**src/rtl/cwf_pkg.sv**
```systemverilog
package cwf_pkg;
  typedef enum logic [1:0] {
    ST_IDLE  = 2'd0,
    ST_REQ   = 2'd1,
    ST_FILL  = 2'd2,
    ST_WRITE = 2'd3
  } fill_st_e;
endpackage

```
**src/rtl/cwf_addr_split.sv**
```systemverilog
module cwf_addr_split #(
  parameter int ADDR_W  = 32,
  parameter int CHUNK_W = 3,
  parameter int OFS_W   = 5
) (
  input  logic [ADDR_W-1:0]        addr_i,
  output logic [OFS_W-CHUNK_W-1:0] start_idx_o,
  output logic [CHUNK_W-1:0]       byte_ofs_o,
  output logic [ADDR_W-1:0]        chunk_addr_o,
  output logic [ADDR_W-1:0]        line_addr_o
);
  assign byte_ofs_o   = addr_i[CHUNK_W-1:0];
  assign start_idx_o  = addr_i[OFS_W-1:CHUNK_W];
  assign chunk_addr_o = {addr_i[ADDR_W-1:CHUNK_W], {CHUNK_W{1'b0}}};
  assign line_addr_o  = {addr_i[ADDR_W-1:OFS_W], {OFS_W{1'b0}}};
endmodule

```
**src/rtl/cwf_fill_ctrl.sv**
```systemverilog
module cwf_fill_ctrl
  import cwf_pkg::*;
#(
  parameter int NCHUNK = 4,
  parameter int IDX_W  = 2
) (
  input  logic             clk_i,
  input  logic             rst_ni,
  input  logic             miss_valid_i,
  input  logic             mem_req_ready_i,
  input  logic             mem_data_valid_i,
  output fill_st_e         state_o,
  output logic [IDX_W-1:0] beat_cnt_o,
  output logic             beat_we_o
);
  fill_st_e         state_q;
  logic [IDX_W-1:0] cnt_q;

  assign beat_we_o  = (state_q == ST_FILL) && mem_data_valid_i;
  assign state_o    = state_q;
  assign beat_cnt_o = cnt_q;

  always_ff @(posedge clk_i or negedge rst_ni) begin
    if (!rst_ni) begin
      state_q <= ST_IDLE;
      cnt_q   <= '0;
    end else begin
      unique case (state_q)
        ST_IDLE:  if (miss_valid_i) state_q <= ST_REQ;
        ST_REQ: begin
          cnt_q <= '0;
          if (mem_req_ready_i) state_q <= ST_FILL;
        end
        ST_FILL: begin
          if (mem_data_valid_i) begin
            cnt_q <= cnt_q + 1'b1;
            if (cnt_q == IDX_W'(NCHUNK-1)) state_q <= ST_WRITE;
          end
        end
        ST_WRITE: state_q <= ST_IDLE;
        default:  state_q <= ST_IDLE;
      endcase
    end
  end
endmodule

```
**src/rtl/cwf_line_buf.sv**
```systemverilog
module cwf_line_buf #(
  parameter int NCHUNK = 4,
  parameter int IDX_W  = 2,
  parameter int DATA_W = 64
) (
  input  logic                     clk_i,
  input  logic                     rst_ni,
  input  logic                     we_i,
  input  logic [IDX_W-1:0]         idx_i,
  input  logic [DATA_W-1:0]        data_i,
  output logic [NCHUNK*DATA_W-1:0] line_o
);
  for (genvar g = 0; g < NCHUNK; g++) begin : g_slot
    logic [DATA_W-1:0] slot_q;
    always_ff @(posedge clk_i or negedge rst_ni) begin
      if (!rst_ni)                            slot_q <= '0;
      else if (we_i && idx_i == IDX_W'(g))    slot_q <= data_i;
    end
    assign line_o[g*DATA_W +: DATA_W] = slot_q;
  end
endmodule

```
**src/rtl/cwf_fill_top.sv**
```systemverilog
module cwf_fill_top
  import cwf_pkg::*;
#(
  parameter int ADDR_W     = 32,
  parameter int BUS_BYTES  = 8,
  parameter int LINE_BYTES = 32,
  localparam int DATA_W    = BUS_BYTES * 8,
  localparam int LINE_W    = LINE_BYTES * 8,
  localparam int NCHUNK    = LINE_BYTES / BUS_BYTES,
  localparam int CHUNK_W   = $clog2(BUS_BYTES),
  localparam int OFS_W     = $clog2(LINE_BYTES),
  localparam int IDX_W     = OFS_W - CHUNK_W,
  localparam int BEATS_W   = $clog2(NCHUNK + 1)
) (
  input  logic               clk_i,
  input  logic               rst_ni,
  input  logic               miss_valid_i,
  input  logic [ADDR_W-1:0]  miss_addr_i,
  output logic               miss_ready_o,
  output logic               mem_req_valid_o,
  output logic [ADDR_W-1:0]  mem_req_addr_o,
  output logic [BEATS_W-1:0] mem_req_beats_o,
  input  logic               mem_req_ready_i,
  input  logic               mem_data_valid_i,
  input  logic [DATA_W-1:0]  mem_data_i,
  output logic               fwd_valid_o,
  output logic [DATA_W-1:0]  fwd_data_o,
  output logic [CHUNK_W-1:0] fwd_offset_o,
  output logic               line_wr_o,
  output logic [ADDR_W-1:0]  line_addr_o,
  output logic [LINE_W-1:0]  line_data_o
);
  fill_st_e          state;
  logic [IDX_W-1:0]  beat_cnt;
  logic [IDX_W-1:0]  start_idx;
  logic              beat_we;
  logic [ADDR_W-1:0] miss_addr_q;

  assign miss_ready_o = (state == ST_IDLE);

  always_ff @(posedge clk_i or negedge rst_ni) begin
    if (!rst_ni)                          miss_addr_q <= '0;
    else if (miss_valid_i && miss_ready_o) miss_addr_q <= miss_addr_i;
  end

  cwf_addr_split #(
    .ADDR_W (ADDR_W),
    .CHUNK_W(CHUNK_W),
    .OFS_W  (OFS_W)
  ) u_split (
    .addr_i      (miss_addr_q),
    .start_idx_o (start_idx),
    .byte_ofs_o  (fwd_offset_o),
    .chunk_addr_o(mem_req_addr_o),
    .line_addr_o (line_addr_o)
  );

  cwf_fill_ctrl #(
    .NCHUNK(NCHUNK),
    .IDX_W (IDX_W)
  ) u_ctrl (
    .clk_i           (clk_i),
    .rst_ni          (rst_ni),
    .miss_valid_i    (miss_valid_i),
    .mem_req_ready_i (mem_req_ready_i),
    .mem_data_valid_i(mem_data_valid_i),
    .state_o         (state),
    .beat_cnt_o      (beat_cnt),
    .beat_we_o       (beat_we)
  );

  // slot index wraps through the line because NCHUNK is a power of two
  cwf_line_buf #(
    .NCHUNK(NCHUNK),
    .IDX_W (IDX_W),
    .DATA_W(DATA_W)
  ) u_buf (
    .clk_i (clk_i),
    .rst_ni(rst_ni),
    .we_i  (beat_we),
    .idx_i (start_idx + beat_cnt),
    .data_i(mem_data_i),
    .line_o(line_data_o)
  );

  assign mem_req_valid_o = (state == ST_REQ);
  assign mem_req_beats_o = BEATS_W'(NCHUNK);
  // early restart: critical beat bypasses the buffer
  assign fwd_valid_o     = beat_we && (beat_cnt == '0);
  assign fwd_data_o      = mem_data_i;
  assign line_wr_o       = (state == ST_WRITE);
endmodule

```
**config.mk**
```make
export PLATFORM = sky130hd
export DESIGN_NAME = cwf_fill_top
export DESIGN_NICKNAME = d
export VERILOG_FILES = /design/src/rtl/cwf_pkg.sv /design/src/rtl/cwf_addr_split.sv /design/src/rtl/cwf_fill_ctrl.sv /design/src/rtl/cwf_line_buf.sv /design/src/rtl/cwf_fill_top.sv
export SDC_FILE = /design/constraint.sdc
export NUM_CORES = 1
export LEC_CHECK = 0
export BUFFER_PORTS_ARGS = -buffer_cell sky130_fd_sc_hd__buf_4
export CAP_MARGIN = 5
export CORE_AREA = 8 8 184 186
export DETAILED_ROUTE_END_ITERATION = 12
export DIE_AREA = 0 0 192 194
export GPL_TIMING_DRIVEN = 1
export PLACE_DENSITY = 0.66
export SYNTH_ARGS = -nofsm -noshare
export SYNTH_HDL_FRONTEND = slang
export SYNTH_SLANG_ARGS = --single-unit
export TNS_END_PERCENT = 10
```
**constraint.sdc**
```tcl
create_clock -name clk_i -period 3.9 [get_ports clk_i]
set_input_delay 0.195 -clock clk_i [delete_from_list [all_inputs] [get_ports clk_i]]
set_output_delay 0.195 -clock clk_i [all_outputs]
set_load 0.005 [all_outputs]
```
Yosys cells after proc, flatten, opt, wreduce, memory -nomap -nowiden
Cells that the tools add are included.
{ "totals": {"output_inout_bits": 394, "input_bits": 101, "word_cells": 40, "ff_bits": 292} }
{ "op_classes": {"n_eq_ne": 11, "n_addsub": 2, "reduce_logical": 13, "mux": 7} }
{ "op_table": {"columns": ["op", "count"], "rows": [
  ["2-bit equality test, second input constant", 5],
  ["2-bit two-way mux", 5],
  ["2-bit one-hot mux with 4 select lines", 1],
  ["1-bit logical AND", 7],
  ["2-bit zero test", 3],
  ["2-bit inequality test, second input constant", 3],
  ["2-bit by 1-bit equality test with 1-bit output, second input constant", 2],
  ["2-bit one-hot mux with 2 select lines", 1],
  ["4-bit AND reduction", 1],
  ["2-bit by 1-bit adder with 2-bit output, second input constant", 1],
  ["2-bit adder", 1],
  ["2-bit by 1-bit inequality test with 1-bit output, second input constant", 1],
  ["2-bit AND reduction", 1],
  ["2-bit nonzero test", 1]
]} }

Longest topological paths before layout
{ "depth": {"ltp_word": 4, "mapped_depth": 6, "ltp_nobuf": 5} }

Cells and area by module
From an unflattened synthesis, not the netlist that was laid out.
{ "hier_totals": {"cells_unflattened": 782, "hier_area_um2": 12182.9} }
{ "modules_own_cells": {"columns": ["module", "area_each_um2", "n_inst", "seq_area_each_um2", "cells_each"], "rows": [
  ["cwf_line_buf", 9581.7, 1, 6406.1, 543],
  ["cwf_fill_top", 1778.0, 1, 800.8, 144],
  ["cwf_addr_split", 521.8, 1, 0.0, 70],
  ["cwf_fill_ctrl", 301.5, 1, 100.1, 25]
]} }

Worst setup path before layout
No wires, ideal clock.
{ "synth_path": {"kind": "flip-flop to flip-flop", "from": "register u_ctrl.cnt_q[0] (netlist: u_ctrl.beat_cnt_o[0])", "to": "register u_buf.g_slot[1].slot_q[0]", "required_ns": 3.775, "setup_ns": 0.125, "n_path_buf": 1, "t_arrival_ns": 1.803, "period_less_slack_ns": 1.927, "path_slack_ns": 1.973, "stages_incl_launch_ff": 6, "cell_sequence": "dfrtp_1 > ha_1 > nand3_1 > nor2_2 > buf_2 > mux2_2"} }
{ "synth_between": {"elab_chain_len": 3} }
{ "synth_lines": {"columns": ["item", "line", "rtl"], "rows": [
  ["start: declaration", "cwf_fill_ctrl.sv:17", "logic [IDX_W-1:0] cnt_q;"],
  ["start signal: assignment", "cwf_fill_ctrl.sv:36", "cnt_q <= cnt_q + 1'b1;"],
  ["2-bit adder", "cwf_fill_top.sv:81", ".idx_i (start_idx + beat_cnt),"],
  ["2-bit by 1-bit equality test with 1-bit output", "cwf_line_buf.sv:17", "else if (we_i && idx_i == IDX_W'(g)) slot_q <= data_i;"],
  ["1-bit logical AND", "cwf_line_buf.sv:17", null],
  ["end signal: assignment", "cwf_line_buf.sv:17", null],
  ["end: declaration", "cwf_line_buf.sv:14", "logic [DATA_W-1:0] slot_q;"]
]} }
Every way passes these cells.
A chain may end at the register's enable or synchronous reset.

Worst setup path in the final report
{ "layout_path": {"from": "register u_ctrl.cnt_q[0] (netlist: u_ctrl.beat_cnt_o[0])", "to": "register u_buf.g_slot[3].slot_q[45]"} }
{ "layout_between": {"elab_chain_len": 3} }
{ "layout_lines": {"columns": ["item", "line"], "rows": [
  ["2-bit adder", "cwf_fill_top.sv:81"],
  ["2-bit equality test", "cwf_line_buf.sv:17"],
  ["1-bit logical AND", "cwf_line_buf.sv:17"],
  ["end signal: assignment", "cwf_line_buf.sv:17"],
  ["end: declaration", "cwf_line_buf.sv:14"]
]} }
Every way passes these cells.

==> metrics.csv <==
metric;value;unit
status;completed;
design.core.area;31100;um2
route.vias.total;7755;
design.final.nets;1362;
critPathArrivalTime;2.70;ns
maximum_number_of_pins_on_one_net_before_global_route_repair;118;
startpoint;u_ctrl.beat_cnt_o[0];
critical_setup_path_class;reg -> reg;
setup_tns;0;ns
area.growth.synth_to_final;44.6;%
timing.final.setup_violations;0;
max_stage_delay;0.49;ns
post_drt_via_cell_ratio;4.62;
cell_count_post_placement;1525;
hold_class;in -> reg;
clockBufferDepth;3;
clk_transition_reported_paths;0.06;ns
clockPowerShare;19.9;%
worst_ep_required_time;4.32;ns
power.density_cell_area;804;nW/um2
timing.reg2reg.setup_slack;1.62;ns
power.share.sequential;39.2;%
post_synthesis_instance_area;11800;um2
cellLeakagePower;0.00824;uW
first_global_vias;8681;
start_kind;flip-flop;
netlist-cell-type-count;24;
syn_area_per_cell;15.8;um2
cts_sinks;292;
tritoncts_clock_tree;done;
fmaxAchievable;439;MHz
final.setup_skew;0.00803;ns
netSwitchingFraction;29.6;%
die_w;192;um
final_max_slew_viol_count;0;
initial_core_util;38.1;%
path_depth;5;
hold_violations;0;
ioPinCount;495;
vdd_ir_drop_max;511;uV
fraction_of_final_layout_cells_sized_beyond_drive_strength_1;63.6;%
worst_setup_path_endpoint;u_buf.g_slot[3].slot_q[45];
post-route-drc-count;0;
postSynthRegisterBits;292;
ctsHtreeMaxLevel;1;
dp_hpwl;24400;um
slowest_stage;sky130_fd_sc_hd__buf_4;
critical_path.cell_chain;ha_1, nand3_1, nor2_4, buf_4, mux2_2;
drt_pass1_iterations;4;
port_buffers;483;
maxCapViolations;0;
worst_r2r_startpoint;u_ctrl.beat_cnt_o[0];
worst-r2r-cell-count;5;
grt_setup_unrepaired;no;
layout_min_cycle_time;2.28;ns
relative_max_transition_margin;40.0;%
die-height;194;um
worst_skew_pair.late_latency;0.54;ns
gp_routability_congestion;0.748;
switching_power;4070;uW
global_route_wire_length_before_repair;52800;um
yosys_warnings;0;
synth_sequential_area_ratio;61.8;%
cts_buffers;31;
drt-initial-drc-count;262;
clock-root-buffer;sky130_fd_sc_hd__clkbuf_16;
route.detailed.wl_per_inst;20.6;um
critical-path-top-delay-family;buffers and inverters;
die_area;37200;um2
initial_antenna_violation_count;0;
drtAntennaViolNets;0;
diodes;0;
std_cell_rows;65;
detail_route.wirelength;34500;um
period_utilization_post_route;58.4;%
power_report.internal_total;9670;uW
globalRouteOverflowTotal;0;
syn-instance-count;747;
endpoint_kind;flip-flop;
timing_worst_slew_pin_value;0.901;ns
path_buf_inv;1;
comb_power_share;41.0;%
layoutNonFillerInstCount;1677;
path_max_fanout;40;
gr-usage-all-layers;17.9;%
worstReg2RegEnd;u_buf.g_slot[3].slot_q[45];
placed cells by master, fill, tap and decap left out, types with 3 or more instances in the layout:
master / n
sky130_fd_sc_hd__buf_4: 493
sky130_fd_sc_hd__dfrtp_1: 292
sky130_fd_sc_hd__mux2_2: 269
sky130_fd_sc_hd__dlygate4sd3_1: 97
sky130_fd_sc_hd__clkbuf_16: 31
sky130_fd_sc_hd__mux2_1: 20
sky130_fd_sc_hd__clkbuf_1: 13
sky130_fd_sc_hd__conb_1: 11
sky130_fd_sc_hd__ha_1: 8
sky130_fd_sc_hd__clkbuf_8: 7
sky130_fd_sc_hd__inv_1: 5
sky130_fd_sc_hd__nand2_1: 3
sky130_fd_sc_hd__nor2b_1: 3
flip-flops by register name (all words and copies together) (netlist names):
signal / flops
miss_addr_q: 32
u_buf.g_slot.slot_q: 256
u_ctrl.beat_cnt_o: 2
u_ctrl.state_o: 2
how the worst min path moves through the flow:
stage                                      end  cells after the start  slack [ns]             start
finish                    u_ctrl.beat_cnt_o[1]                      4        0.05  mem_data_valid_i
global placement    u_buf.g_slot[3].slot_q[41]                      1        0.35            rst_ni
detailed placement  u_buf.g_slot[3].slot_q[41]                      1        0.35            rst_ni
global route              u_ctrl.beat_cnt_o[0]                      3        0.07  mem_data_valid_i
floorplan                       miss_addr_q[0]                      0       -0.10            rst_ni
CTS                       u_ctrl.beat_cnt_o[1]                      4        0.01  mem_data_valid_i
per-stage QoR:
step	instance area, um2	setup WS (ns)	hold slack (ns)	total power (uW)	utilization, %
final	17100	1.62	0.0470	13700	55.0
after detailed placement	15200	1.63	0.352	11100	48.9
after global placement	15200	1.66	0.351	10900	48.9
after global routing	17100	1.48	0.0721	14600	55.0
after CTS	17100	1.62	0.00954	14000	55.0
after floorplan	11900	1.97	-0.101	7750	-
cell families after synthesis:
kind of cell               after synthesis  share of synthesized area, %
and+or+nand+nor                         14                         0.793
xor gates and xnor gates                 3                         0.465
AOI/OAI and AO/OA                        4                         0.264
DFF                                    292                          61.8
adders and majority gates                8                         0.846
muxes                                  290                          27.6
other                                    2                        0.0635
buffers and inverters                  134                          8.19
what timing repair did:
action / in CTS / in global routing
gates resized for setup: 0 / 0
hold buffers: 97 / 0
buffers inserted: 0 / 0
endpoints found under the hold margin: 400 / 0
routing by layer:
| metal | global-route usage, % | up-vias | routed length, um |
|---|---|---|---|
| met4 | 5.89 | 0 | 1100 |
| met1 | 19.8 | 3887 | 12600 |
| met5 | 0 | - | 0 |
| met3 | 6.03 | 67 | 3450 |
| li1 | - | 3491 | - |
| met2 | 31.6 | 310 | 17300 |
power groups by stage:
stage | sequential, uW | clock [uW] | combinational [uW]
after floorplan | 5430 | 0 | 2320
after global placement | 5340 | 0 | 5610
after detailed placement | 5410 | 0 | 5680
after CTS | 5380 | 2820 | 5770
after global routing | 5590 | 2930 | 6060
final | 5380 | 2730 | 5630
Yosys cell counts:
cell                        number  area [um2]
sky130_fd_sc_hd__nor2_2          2        12.5
sky130_fd_sc_hd__nor2_1          2        7.51
sky130_fd_sc_hd__inv_1           5        18.8
sky130_fd_sc_hd__conb_1          2        7.51
sky130_fd_sc_hd__xor3_1          1        23.8
sky130_fd_sc_hd__nand2_1         3        11.3
sky130_fd_sc_hd__a22o_1          2        17.5
sky130_fd_sc_hd__nor2b_1         3        18.8
sky130_fd_sc_hd__buf_4         108         811
sky130_fd_sc_hd__mux2_1         20         225
sky130_fd_sc_hd__and3_1          1        6.26
sky130_fd_sc_hd__mux2i_1         1        10.0
sky130_fd_sc_hd__buf_2          12        60.1
sky130_fd_sc_hd__ha_1            8         100
sky130_fd_sc_hd__buf_1           3        11.3
sky130_fd_sc_hd__dfrtp_1       292        7310
sky130_fd_sc_hd__o21ai_0         1        5.00
sky130_fd_sc_hd__a2111oi_0       1        8.76
sky130_fd_sc_hd__nor3_4          2        32.5
sky130_fd_sc_hd__xor2_1          1        8.76
sky130_fd_sc_hd__buf_6           6        67.6
sky130_fd_sc_hd__mux2_2        269        3030
sky130_fd_sc_hd__xnor3_1         1        22.5
sky130_fd_sc_hd__nand3_1         1        5.00
layout make-up:
class,instances,area (um2)
fill,2520,14000
clock buffer,51,921
multi-input combinational,330,3600
tap,402,503
timing repair buffer,593,4730
inverter,5,18.8
sequential,292,7310
clock inverter,4,26.3
tightest hold or removal path: cells and delay by family:
family	cells	cell delay, ns
buffers and inverters	1	0.12
and+or+nand+nor	1	0.05
AOI/OAI and AO/OA	2	0.18
Note: power is estimated with default switching activity, not from simulation.
